[src/rtl/lft_pkg.sv]
package lft_pkg;
  localparam int AW = 4;
  localparam int DW = 32;

  localparam logic [AW-1:0] A_CTRL  = 4'd0;
  localparam logic [AW-1:0] A_STAT  = 4'd1;
  localparam logic [AW-1:0] A_PMOD  = 4'd2;
  localparam logic [AW-1:0] A_PCNT  = 4'd3;
  localparam logic [AW-1:0] A_FRAC  = 4'd4;
  localparam logic [AW-1:0] A_SEC   = 4'd5;
  localparam logic [AW-1:0] A_WLOAD = 4'd6;
  localparam logic [AW-1:0] A_WSVC  = 4'd7;
  localparam logic [AW-1:0] A_WCNT  = 4'd8;

  localparam logic [15:0] SVC_FIRST  = 16'h5555;
  localparam logic [15:0] SVC_SECOND = 16'hAAAA;

  typedef struct packed {
    logic wdt_en;
    logic irq_en;
    logic pit_en;
    logic tod_en;
  } ctrl_t;
endpackage

[src/rtl/lft_prescale.sv]
module lft_prescale #(
  parameter int PIT_SHIFT = 2,
  parameter int TOD_SHIFT = 7,
  parameter int WDT_SHIFT = 14
) (
  input  logic clk,
  input  logic rst,
  input  logic run,
  output logic tick_pit,
  output logic tick_tod,
  output logic tick_wdt
);
  localparam int W = WDT_SHIFT;
  localparam int SH [3] = '{PIT_SHIFT, TOD_SHIFT, WDT_SHIFT};

  logic [W-1:0] div_q;
  logic [2:0]   tick_q;

  always_ff @(posedge clk) begin
    if (rst || !run) div_q <= '0;
    else             div_q <= div_q + 1'b1;
  end

  for (genvar i = 0; i < 3; i++) begin : g_tap
    localparam logic [W-1:0] MASK = W'((64'd1 << SH[i]) - 64'd1);
    logic t_q;
    always_ff @(posedge clk) begin
      if (rst || !run) t_q <= 1'b0;
      else             t_q <= ((div_q & MASK) == MASK);
    end
    assign tick_q[i] = t_q;
  end

  assign tick_pit = tick_q[0];
  assign tick_tod = tick_q[1];
  assign tick_wdt = tick_q[2];
endmodule

[src/rtl/lft_tod.sv]
module lft_tod #(
  parameter int FW = 8,
  parameter int SW = 32
) (
  input  logic          clk,
  input  logic          rst,
  input  logic          tick,
  input  logic          en,
  input  logic          wr_frac,
  input  logic          wr_sec,
  input  logic [SW-1:0] wdata,
  output logic [FW-1:0] frac,
  output logic [SW-1:0] sec
);
  logic step, carry;
  assign step  = tick && en;
  assign carry = step && (frac == '0);

  always_ff @(posedge clk) begin
    if (rst)          frac <= '1;
    else if (wr_frac) frac <= wdata[FW-1:0];
    else if (carry)   frac <= '1;
    else if (step)    frac <= frac - 1'b1;
  end

  always_ff @(posedge clk) begin
    if (rst)         sec <= '0;
    else if (wr_sec) sec <= wdata;
    else if (carry)  sec <= sec + 1'b1;
  end
endmodule

[src/rtl/lft_pit.sv]
module lft_pit #(
  parameter int MW = 16
) (
  input  logic          clk,
  input  logic          rst,
  input  logic          tick,
  input  logic          en,
  input  logic [MW-1:0] modulus,
  input  logic          clr_flag,
  output logic [MW-1:0] cnt,
  output logic          flag
);
  logic term;
  assign term = tick && en && (cnt == '0);

  always_ff @(posedge clk) begin
    if (rst)                cnt <= '1;
    else if (!en || term)   cnt <= modulus;
    else if (tick)          cnt <= cnt - 1'b1;
  end

  always_ff @(posedge clk) begin
    if (rst)           flag <= 1'b0;
    else if (term)     flag <= 1'b1;
    else if (clr_flag) flag <= 1'b0;
  end
endmodule

[src/rtl/lft_wdt.sv]
module lft_wdt
  import lft_pkg::*;
#(
  parameter int CW = 6
) (
  input  logic          clk,
  input  logic          rst,
  input  logic          tick,
  input  logic          en_set,
  input  logic          wr_load,
  input  logic          wr_svc,
  input  logic          wr_other,
  input  logic [15:0]   wdata,
  output logic          en,
  output logic [CW-1:0] load,
  output logic [CW-1:0] cnt,
  output logic          bite
);
  logic armed, seq_done, start, reload;

  assign seq_done = wr_svc && armed && (wdata == SVC_SECOND);
  assign start    = en_set && !en;
  assign reload   = start || (en && seq_done);

  always_ff @(posedge clk) begin
    if (rst)         armed <= 1'b0;
    else if (wr_svc) armed <= (wdata == SVC_FIRST);
    else if (wr_other) armed <= 1'b0;
  end

  always_ff @(posedge clk) begin
    if (rst)         en <= 1'b0;
    else if (en_set) en <= 1'b1;
  end

  always_ff @(posedge clk) begin
    if (rst)          load <= '1;
    else if (wr_load) load <= wdata[CW-1:0];
  end

  always_ff @(posedge clk) begin
    if (rst)                          cnt <= '1;
    else if (reload)                  cnt <= load;
    else if (en && tick && cnt != '0) cnt <= cnt - 1'b1;
  end

  always_ff @(posedge clk) begin
    if (rst) bite <= 1'b0;
    else     bite <= bite || (en && cnt == '0);
  end
endmodule

[src/rtl/lft_unit.sv]
module lft_unit
  import lft_pkg::*;
#(
  parameter int PIT_SHIFT = 2,
  parameter int TOD_SHIFT = 7,
  parameter int WDT_SHIFT = 14,
  parameter int PMW       = 16,
  parameter int WCW       = 6
) (
  input  logic          clk,
  input  logic          rst,
  input  logic          osc_stable_i,
  input  logic          bus_wr,
  input  logic          bus_rd,
  input  logic [AW-1:0] bus_addr,
  input  logic [DW-1:0] bus_wdata,
  output logic [DW-1:0] bus_rdata,
  output logic          pit_irq_o,
  output logic          chip_rst_o
);
  localparam int FW = 8;

  logic sync1_q, stable_q;
  ctrl_t ctrl_q;
  logic [PMW-1:0] pmod_q, pit_cnt;
  logic pit_flag;
  logic [FW-1:0] frac;
  logic [DW-1:0] sec;
  logic wdt_en, wdt_bite;
  logic [WCW-1:0] wdt_load, wdt_cnt;
  logic tick_pit, tick_tod, tick_wdt;

  logic wr_ctrl, wr_stat, wr_pmod, wr_frac, wr_sec, wr_wload, wr_wsvc;
  assign wr_ctrl  = bus_wr && bus_addr == A_CTRL;
  assign wr_stat  = bus_wr && bus_addr == A_STAT;
  assign wr_pmod  = bus_wr && bus_addr == A_PMOD;
  assign wr_frac  = bus_wr && bus_addr == A_FRAC;
  assign wr_sec   = bus_wr && bus_addr == A_SEC;
  assign wr_wload = bus_wr && bus_addr == A_WLOAD;
  assign wr_wsvc  = bus_wr && bus_addr == A_WSVC;

  always_ff @(posedge clk) begin
    if (rst) begin
      sync1_q  <= 1'b0;
      stable_q <= 1'b0;
    end else begin
      sync1_q  <= osc_stable_i;
      stable_q <= sync1_q;
    end
  end

  always_ff @(posedge clk) begin
    if (rst) begin
      ctrl_q.tod_en <= 1'b0;
      ctrl_q.pit_en <= 1'b0;
      ctrl_q.irq_en <= 1'b0;
    end else if (wr_ctrl) begin
      ctrl_q.tod_en <= bus_wdata[0];
      ctrl_q.pit_en <= bus_wdata[1];
      ctrl_q.irq_en <= bus_wdata[2];
    end
  end
  assign ctrl_q.wdt_en = wdt_en;

  always_ff @(posedge clk) begin
    if (rst)          pmod_q <= '1;
    else if (wr_pmod) pmod_q <= bus_wdata[PMW-1:0];
  end

  lft_prescale #(
    .PIT_SHIFT(PIT_SHIFT), .TOD_SHIFT(TOD_SHIFT), .WDT_SHIFT(WDT_SHIFT)
  ) u_pre (
    .clk(clk), .rst(rst), .run(stable_q),
    .tick_pit(tick_pit), .tick_tod(tick_tod), .tick_wdt(tick_wdt)
  );

  lft_tod #(.FW(FW), .SW(DW)) u_tod (
    .clk(clk), .rst(rst), .tick(tick_tod), .en(ctrl_q.tod_en),
    .wr_frac(wr_frac), .wr_sec(wr_sec), .wdata(bus_wdata),
    .frac(frac), .sec(sec)
  );

  lft_pit #(.MW(PMW)) u_pit (
    .clk(clk), .rst(rst), .tick(tick_pit), .en(ctrl_q.pit_en),
    .modulus(pmod_q), .clr_flag(wr_stat && bus_wdata[0]),
    .cnt(pit_cnt), .flag(pit_flag)
  );

  lft_wdt #(.CW(WCW)) u_wdt (
    .clk(clk), .rst(rst), .tick(tick_wdt),
    .en_set(wr_ctrl && bus_wdata[3]), .wr_load(wr_wload),
    .wr_svc(wr_wsvc), .wr_other(bus_wr && !wr_wsvc),
    .wdata(bus_wdata[15:0]),
    .en(wdt_en), .load(wdt_load), .cnt(wdt_cnt), .bite(wdt_bite)
  );

  always_ff @(posedge clk) begin
    if (rst) begin
      pit_irq_o  <= 1'b0;
      chip_rst_o <= 1'b1;
    end else begin
      pit_irq_o  <= pit_flag && ctrl_q.irq_en;
      chip_rst_o <= !stable_q || wdt_bite;
    end
  end

  always_ff @(posedge clk) begin
    if (rst) bus_rdata <= '0;
    else if (bus_rd) begin
      unique case (bus_addr)
        A_CTRL:  bus_rdata <= DW'(ctrl_q);
        A_STAT:  bus_rdata <= DW'(pit_flag);
        A_PMOD:  bus_rdata <= DW'(pmod_q);
        A_PCNT:  bus_rdata <= DW'(pit_cnt);
        A_FRAC:  bus_rdata <= DW'(frac);
        A_SEC:   bus_rdata <= sec;
        A_WLOAD: bus_rdata <= DW'(wdt_load);
        A_WCNT:  bus_rdata <= DW'(wdt_cnt);
        default: bus_rdata <= '0;
      endcase
    end
  end
endmodule

[config.mk]
export PLATFORM = sky130hd
export DESIGN_NAME = lft_unit
export DESIGN_NICKNAME = d
export VERILOG_FILES = /design/src/rtl/lft_pkg.sv /design/src/rtl/lft_prescale.sv /design/src/rtl/lft_tod.sv /design/src/rtl/lft_pit.sv /design/src/rtl/lft_wdt.sv /design/src/rtl/lft_unit.sv
export SDC_FILE = /design/constraint.sdc
export NUM_CORES = 1
export LEC_CHECK = 0
export ABC_AREA = 1
export BUFFER_PORTS_ARGS = -buffer_cell sky130_fd_sc_hd__buf_2
export CELL_PAD_IN_SITES_DETAIL_PLACEMENT = 2
export CELL_PAD_IN_SITES_GLOBAL_PLACEMENT = 2
export CORE_MARGIN = 3
export CORE_UTILIZATION = 36
export DETAILED_ROUTE_END_ITERATION = 10
export GPL_TIMING_DRIVEN = 0
export HOLD_SLACK_MARGIN = 0.06
export MAX_ROUTING_LAYER = met4
export PLACE_DENSITY_LB_ADDON = 0.08
export SETUP_SLACK_MARGIN = 0.02
export SYNTH_ARGS = -nofsm -noshare
export SYNTH_HDL_FRONTEND = slang
export SYNTH_HIERARCHICAL = 1
export SYNTH_SLANG_ARGS = --single-unit
[constraint.sdc]
create_clock -name clk -period 4.2 [get_ports clk]
set_input_delay 0.42 -clock clk [delete_from_list [all_inputs] [get_ports clk]]
set_output_delay 0.42 -clock clk [all_outputs]
set_load 0.02 [all_outputs]
==> results of run 1 <==
## registers in the layout, indices dropped and copies added (netlist names)
name and flops:
bus_rdata 32, chip_rst_o 1, ctrl_q 3, pit_irq_o 1, pmod_q 16, stable_q 1, sync1_q 1, u_pit/cnt 16
u_pit/flag 1, u_pre/div_q 14, u_pre/tick_pit 1, u_pre/tick_tod 1, u_pre/tick_wdt 1, u_tod/frac 8, u_tod/sec 32, u_wdt/armed 1
u_wdt/bite 1, u_wdt/cnt 6, u_wdt/en 1, u_wdt/load 6
## metrics by stage
| step | worst slack (ns) | utilization [%] | hold slack, ns |
|---|---|---|---|
| 5_1_grt | 1.98 | 42.9 | 0.212 |
| 6_report | 2.14 | 42.9 | 0.193 |
| 3_3_place_gp | 1.86 | 40.5 | 0.440 |
| 2_1_floorplan | 2.43 | - | 0.379 |
| 3_5_place_dp | 1.78 | 40.5 | 0.433 |
| 4_1_cts | 2.14 | 42.9 | 0.193 |
## where the power goes
part           internal [W]  switching, W
Clock              0.000790      0.000708
Sequential          0.00140     0.0000320
Combinational     0.0000797      0.000201
Total               0.00227      0.000941
## final timing paths
check / startpoint / to / slack, ns / cells past startpoint
setup / recovery: u_tod/frac[0] / u_tod/sec[13] / 2.14 / 14
hold / removal: osc_stable_i / sync1_q / 0.19 / 3
setup reg to reg: u_tod/frac[0] / u_tod/sec[13] / 2.14 / 14
hold reg to reg: stable_q / chip_rst_o / 0.45 / 1
## cells in the mapped netlist, types with 16 or more instances
library cell / instances / area [sq um]
a21oi_1: 74 / 370
o21ai_0: 51 / 255
inv_1: 126 / 473
nand2_2: 16 / 100
nor2_1: 137 / 514
dfxtp_1: 144 / 2880
clkbuf_1: 19 / 71.3
nor2_2: 31 / 194
nand4_1: 25 / 156
nand2_1: 393 / 1480
nand3_1: 140 / 701
## layer usage
metal,part of all wire [%],up-vias,global-route usage (%)
met5,0,-,-
met4,2.3,0,8.68
met3,3.8,48,4.54
met2,47,199,47.5
met1,47,4687,38.7
li1,-,4457,-
## layout make-up
| class | count | area share, % |
|---|---|---|
| repair buffers | 74 | 3.75 |
| diodes | 1 | 0.0254 |
| plain buffers | 42 | 2.49 |
| well taps | 313 | 3.97 |
| inverters | 143 | 5.44 |
| flip-flops and latches | 144 | 29.2 |
| multi-input cells | 997 | 49.4 |
| clock buffers | 18 | 4.45 |
| clock inverters | 14 | 1.23 |
## critical path: stages, from the launching register on
cell and delay (ns):
dfxtp_1 0.37, inv_1 0.13, ha_1 0.15, inv_1 0.06, nor2_1 0.15, nand2_1 0.11
nor2_4 0.13, nand2_4 0.13, nand2_2 0.11, inv_2 0.08, buf_6 0.16, nand2_1 0.09
nand2_1 0.07, nor2_1 0.10, nor2_1 0.04
## kinds of logic after synthesis
| kind of cell | Yosys count | share of synthesized area [%] |
|---|---|---|
| adder cells (fa/ha/maj) | 7 | 1.03 |
| AO/OA/AOI/OAI | 177 | 11.7 |
| flip-flops | 144 | 33.8 |
| XOR/XNOR | 21 | 2.15 |
| AND/OR/NAND/NOR | 792 | 42.2 |
| buffers and inverters | 185 | 9.16 |
==> results_dict.tcl, run 1 <==
set metrics [dict create \
    row_count 55 \
    vdd_drop_max_mv 0.195 \
    setup_tns_ns 0 \
    cts_resized 0 \
    final_area_sq_mm 0.00987 \
    regArea_sq_mm 0.00288 \
    finalMaxSlewViolations 0 \
    multi_input_area_sq_mm 0.00488 \
    wl_per_cell_um 20.9 \
    hold_buffers 0 \
    gp_congestion 0.904 \
    synth-async-reset-ratio_pct 0 \
    fmax_mhz 486 \
    drive_gt1_share_pct 16.5 \
    mostFrequentLayoutCell "nand2_1" \
    grt_overflow 0 \
    ios 75 \
    worstSetupPathType "reg -> reg" \
    worstSetupStartpointType "flip-flop" \
    grt_pass1_wl_um 57600 \
    cts_tree "built" \
    core_sq_mm 0.0230 \
    drv_cap 0 \
    ys_seq_area_share_pct 33.8 \
    dp.cells 1713 \
    clock_latency_ns 0.44 \
    vias 9391 \
    syn_inst 1326 \
    leakagePower_nw 4.35 \
    min_period_ns 2.06 \
    n_fill_cell 2929 \
    area_delta_synth_final_pct 15.5 \
    critPathArrivalTime_ns 2.36 \
    cts_made_buffers 17 \
    hpwl_um 27300 \
    dieArea_sq_mm 0.0256 \
    drtIter0Drc 591 \
    dr.pass1.iters 5 \
    synth_ff_type "dfxtp_1" \
    grt_max_degree 17 \
    synth-edff-count 0 \
    syn-num-nets 1374 \
    port_buffers 74 \
    setup_violations 0 \
    clockBufferDepth 2 \
    final_cells 1746 \
    grt_antenna_before_repair 1 \
    min_path_type "in -> reg" \
    rsz0062_at_grt "false" \
    grt_pass1_vias 10174 \
    hold_viol 0 \
    fin_crit_sh_pct 49.0 \
    critPathRequiredTime_ns 4.50 \
    outcome "finished, final reports clean" \
    clk_pin_slew_ns 0.07 \
    syn_area_sq_mm 0.00854 \
    syn_avg_cell_area_sq_um 6.44 \
    routed_wl_um 36400 \
    die_y_um 160 \
    clock-root-buffer "clkbuf_16" \
    gr-usage-all-layers_pct 29.6 \
    cts.sinks 144 \
    fin_nets 1467 \
    end_kind "flip-flop" \
    ys_seq_elements 144 \
    postPlaceCellArea_sq_mm 0.00930 \
    layout_common_cells "nand2_1, dfxtp_1, nand3_1" \
    power_w 0.00321 \
    crit_path_max_fanout 10 \
    initial_core_util_pct 37.2 \
    maxSlewHeadroom_pct 42.6 \
    synth.distinct_cells 45 \
    ctsHtreeMaxLevel 4 \
    tightest_slew_ns 0.861 \
    viasPerCell 5.38 \
    cts_setup_buffers 0 \
    drc_errors 0 \
    die_w_um 160 \
    powerDensity_mw_per_mm2 325 \
    yosysWarnings 6 \
    drt.antenna.violating_nets 0 \
    finClkSkew_ns 0.0133 \
]
Note: power is estimated with default switching activity, not from simulation.
==> run 2, diff against run 1 <==
--- a/config.mk
+++ b/config.mk
@@ -5,7 +5,7 @@
 export SDC_FILE = /design/constraint.sdc
 export NUM_CORES = 1
 export LEC_CHECK = 0
-export ABC_AREA = 1
+export ABC_AREA = 0
 export BUFFER_PORTS_ARGS = -buffer_cell sky130_fd_sc_hd__buf_2
 export CELL_PAD_IN_SITES_DETAIL_PLACEMENT = 2
 export CELL_PAD_IN_SITES_GLOBAL_PLACEMENT = 2
==> constraint.sdc (replaced) <==
create_clock -name clk -period 1.95 [get_ports clk]
set_input_delay 0.195 -clock clk [delete_from_list [all_inputs] [get_ports clk]]
set_output_delay 0.195 -clock clk [all_outputs]
set_load 0.02 [all_outputs]
==> run 2 against run 1 <==
Against the previous run:
- the flow now finishes with violations (negative setup slack)
- sequential power is 120% higher
- register-to-register slack worse by 2.3 ns
- sequential cell count unchanged
- combinational power up 130%
- synthesized cell count is 30% lower
- sequential share of layout area up 0.18 points
- area after synthesis shrank 8.5%
- global-route usage decreased by 0.86 points
- power is 130% higher
- maximum frequency decreased by 3.9%
- design area rose by 1.2%
- count of clock-buffer cells in the layout unchanged
- critical path type unchanged
==> results_dict.tcl, run 2 <==
set metrics [dict create \
    outcome "finished with violations" \
    violations "negative setup slack" \
    core_sq_mm 0.0212 \
    vias 8278 \
    ctsHtreeMaxLevel 4 \
    cts.sinks 144 \
    drv_cap 0 \
    syn-num-nets 972 \
    fin_nets 1111 \
    area_delta_synth_final_pct 27.8 \
    clk_pin_slew_ns 0.07 \
    synth_common_cells "dfxtp_1, nand2_1, nor2_1, nand3_1, inv_1" \
    rsz0062_at_grt "true" \
    clock_latency_ns 0.44 \
    row_count 53 \
    initial_core_util_pct 36.9 \
    leakagePower_nw 3.96 \
    yosysTopAreaCell "dfxtp_1" \
    tightest_slew_ns 0.760 \
    yosysWarnings 6 \
    min_path_type "in -> reg" \
    syn_avg_cell_area_sq_um 8.46 \
    mostFrequentLayoutCell "dfxtp_1" \
    end_kind "flip-flop" \
    drc_errors 0 \
    grt_antenna_before_repair 0 \
    synth.distinct_cells 90 \
    drive_gt1_share_pct 26.0 \
    viasPerCell 6.13 \
    cts_tree "built" \
    fmax_mhz 467 \
    gp_congestion 0.817 \
    dp.cells 1271 \
    timing.final.ws_setup_ns -0.193 \
    grt_max_degree 18 \
    grt_pass1_wl_um 52000 \
    antenna_cells 0 \
    wl_met2_um 17400 \
    n_fill_cell 2341 \
    clockBufferDepth 2 \
    critPathRequiredTime_ns 2.26 \
    final_cells 1351 \
    die_w_um 153 \
    synth-edff-count 0 \
    finish.utilization_pct 47.2 \
    maxSlewHeadroom_pct 49.3 \
    setup_violations 18 \
    route.met3.wl_um 1430 \
    wl_per_cell_um 25.9 \
    ys_seq_elements 144 \
    dr.pass1.iters 5 \
    worstSetupPathType "reg -> reg" \
    grt_pass1_vias 8692 \
    setup_tns_ns -0.738 \
    critPathArrivalTime_ns 2.46 \
    min_period_ns 2.14 \
    hpwl_um 23000 \
    hold_viol 0 \
    synth_ff_type "dfxtp_1" \
    met1Wirelength_um 15300 \
    worstSetupStartpointType "flip-flop" \
    power_w 0.00748 \
    dieArea_sq_mm 0.0235 \
    finClkSkew_ns 0.0151 \
    synth_most_common_cell "dfxtp_1" \
    vdd_drop_max_mv 0.543 \
    crit_path_max_fanout 6 \
    layout_common_cells "dfxtp_1, buf_2, nand2_1" \
    finalMaxSlewViolations 0 \
    routed_wl_um 35000 \
    drt.antenna.violating_nets 0 \
    powerDensity_mw_per_mm2 749 \
    synth_area_leaders "dfxtp_1, nand2_1, nand3_1, nor2_1, mux2i_1" \
    clock-root-buffer "clkbuf_16" \
    drtIter0Drc 666 \
    grt_overflow 0 \
    dr.max_layer_used "met4" \
    reg.largest.list "bus_rdata (32), u_tod/sec (32)" \
    gr-usage-all-layers_pct 28.7 \
    regArea_sq_mm 0.00294 \
    synth_top_area_share_pct 36.9 \
    syn_area_sq_mm 0.00781 \
    syn_inst 924 \
    fin_crit_sh_pct 110 \
    ios 75 \
    synth-async-reset-ratio_pct 0 \
    multi_input_area_sq_mm 0.00477 \
    cts_made_buffers 17 \
    die_y_um 153 \
    port_buffers 72 \
    ys_seq_area_share_pct 36.9 \
]
## run 2: changes by cell type after synthesis, sizes merged, moves of 14 or more
cell and change:
nand2 -330, nor2 -123, inv -100, nand3 -97
a21oi -53, nor3 +33, o21ai -29, o211ai +25
nand2b +24, mux2i +20, nor4 +20, a211oi +17
nor2b +17, clkbuf +14
## run 2: repair_timing
item,4_1_cts,5_1_grt
endpoints found under the setup margin,58,58
pin swaps,14,20
gates resized for setup,82,55
endpoints found under the hold margin,11,0
cloned,1,0
hold buffers,11,0
setup buffers,25,17
## run 2: final timing paths
kind / endpoint / slack [ns] / from / cells after the start
worst min register to register: stable_q / 0.45 / sync1_q / 1
worst min-delay path: u_tod/sec[8] / 0.06 / bus_wdata[8] / 3
worst max register to register: u_tod/sec[17] / -0.19 / u_tod/sec[10] / 4
worst max-delay path: u_tod/sec[17] / -0.19 / u_tod/sec[10] / 4
## run 2: cell families after synthesis
logic type,share of synthesized area (%)
multiplexers,3.14
AO/OA/AOI/OAI,21.0
XOR/XNOR,2.02
flip-flops,36.9
adder cells (fa/ha/maj),1.12
buffers and inverters,5.62
AND/OR/NAND/NOR,30.2
## run 2: where the power goes
group	switching, W	total [W]	leakage [nW]	internal [W]
clock	0.00145	0.00365	0.312	0.00220
combinational	0.000413	0.000653	2.47	0.000240
sequential	0.000160	0.00318	1.18	0.00302
total	0.00202	0.00748	3.96	0.00546
## run 2: cell type report
class	instances	share of cell area, %
clock inverter	14	2.03
inverter	41	1.64
multi-input combinational	680	47.8
buffer	53	3.06
timing repair buffer	126	8.26
tap	275	3.45
clock buffer	18	4.40
sequential	144	29.4
## run 2: stage by stage
step | hold slack (ns) | worst slack (ns) | area (sq um)
5_1_grt | 0.0857 | -0.208 | 9990
3_3_place_gp | 0.424 | -1.14 | 8530
6_report | 0.0647 | -0.193 | 9990
3_5_place_dp | 0.431 | -1.23 | 8530
2_1_floorplan | 0.264 | -0.0139 | 7830
4_1_cts | 0.0618 | -0.0554 | 9740
## run 2: critical path, cell delays in order (launching register included)
cell,delay (ns)
dfxtp_4,0.40
nand4_1,0.18
or4_4,0.55
or4_4,0.56
a311oi_2,0.33
## run 2: routing by layer
metal / vias to the layer above / global-route usage, %
met5: - / -
met4: 0 / 9.17
met3: 62 / 4.36
met2: 215 / 47.5
met1: 4250 / 36.3
li1: 3751 / -
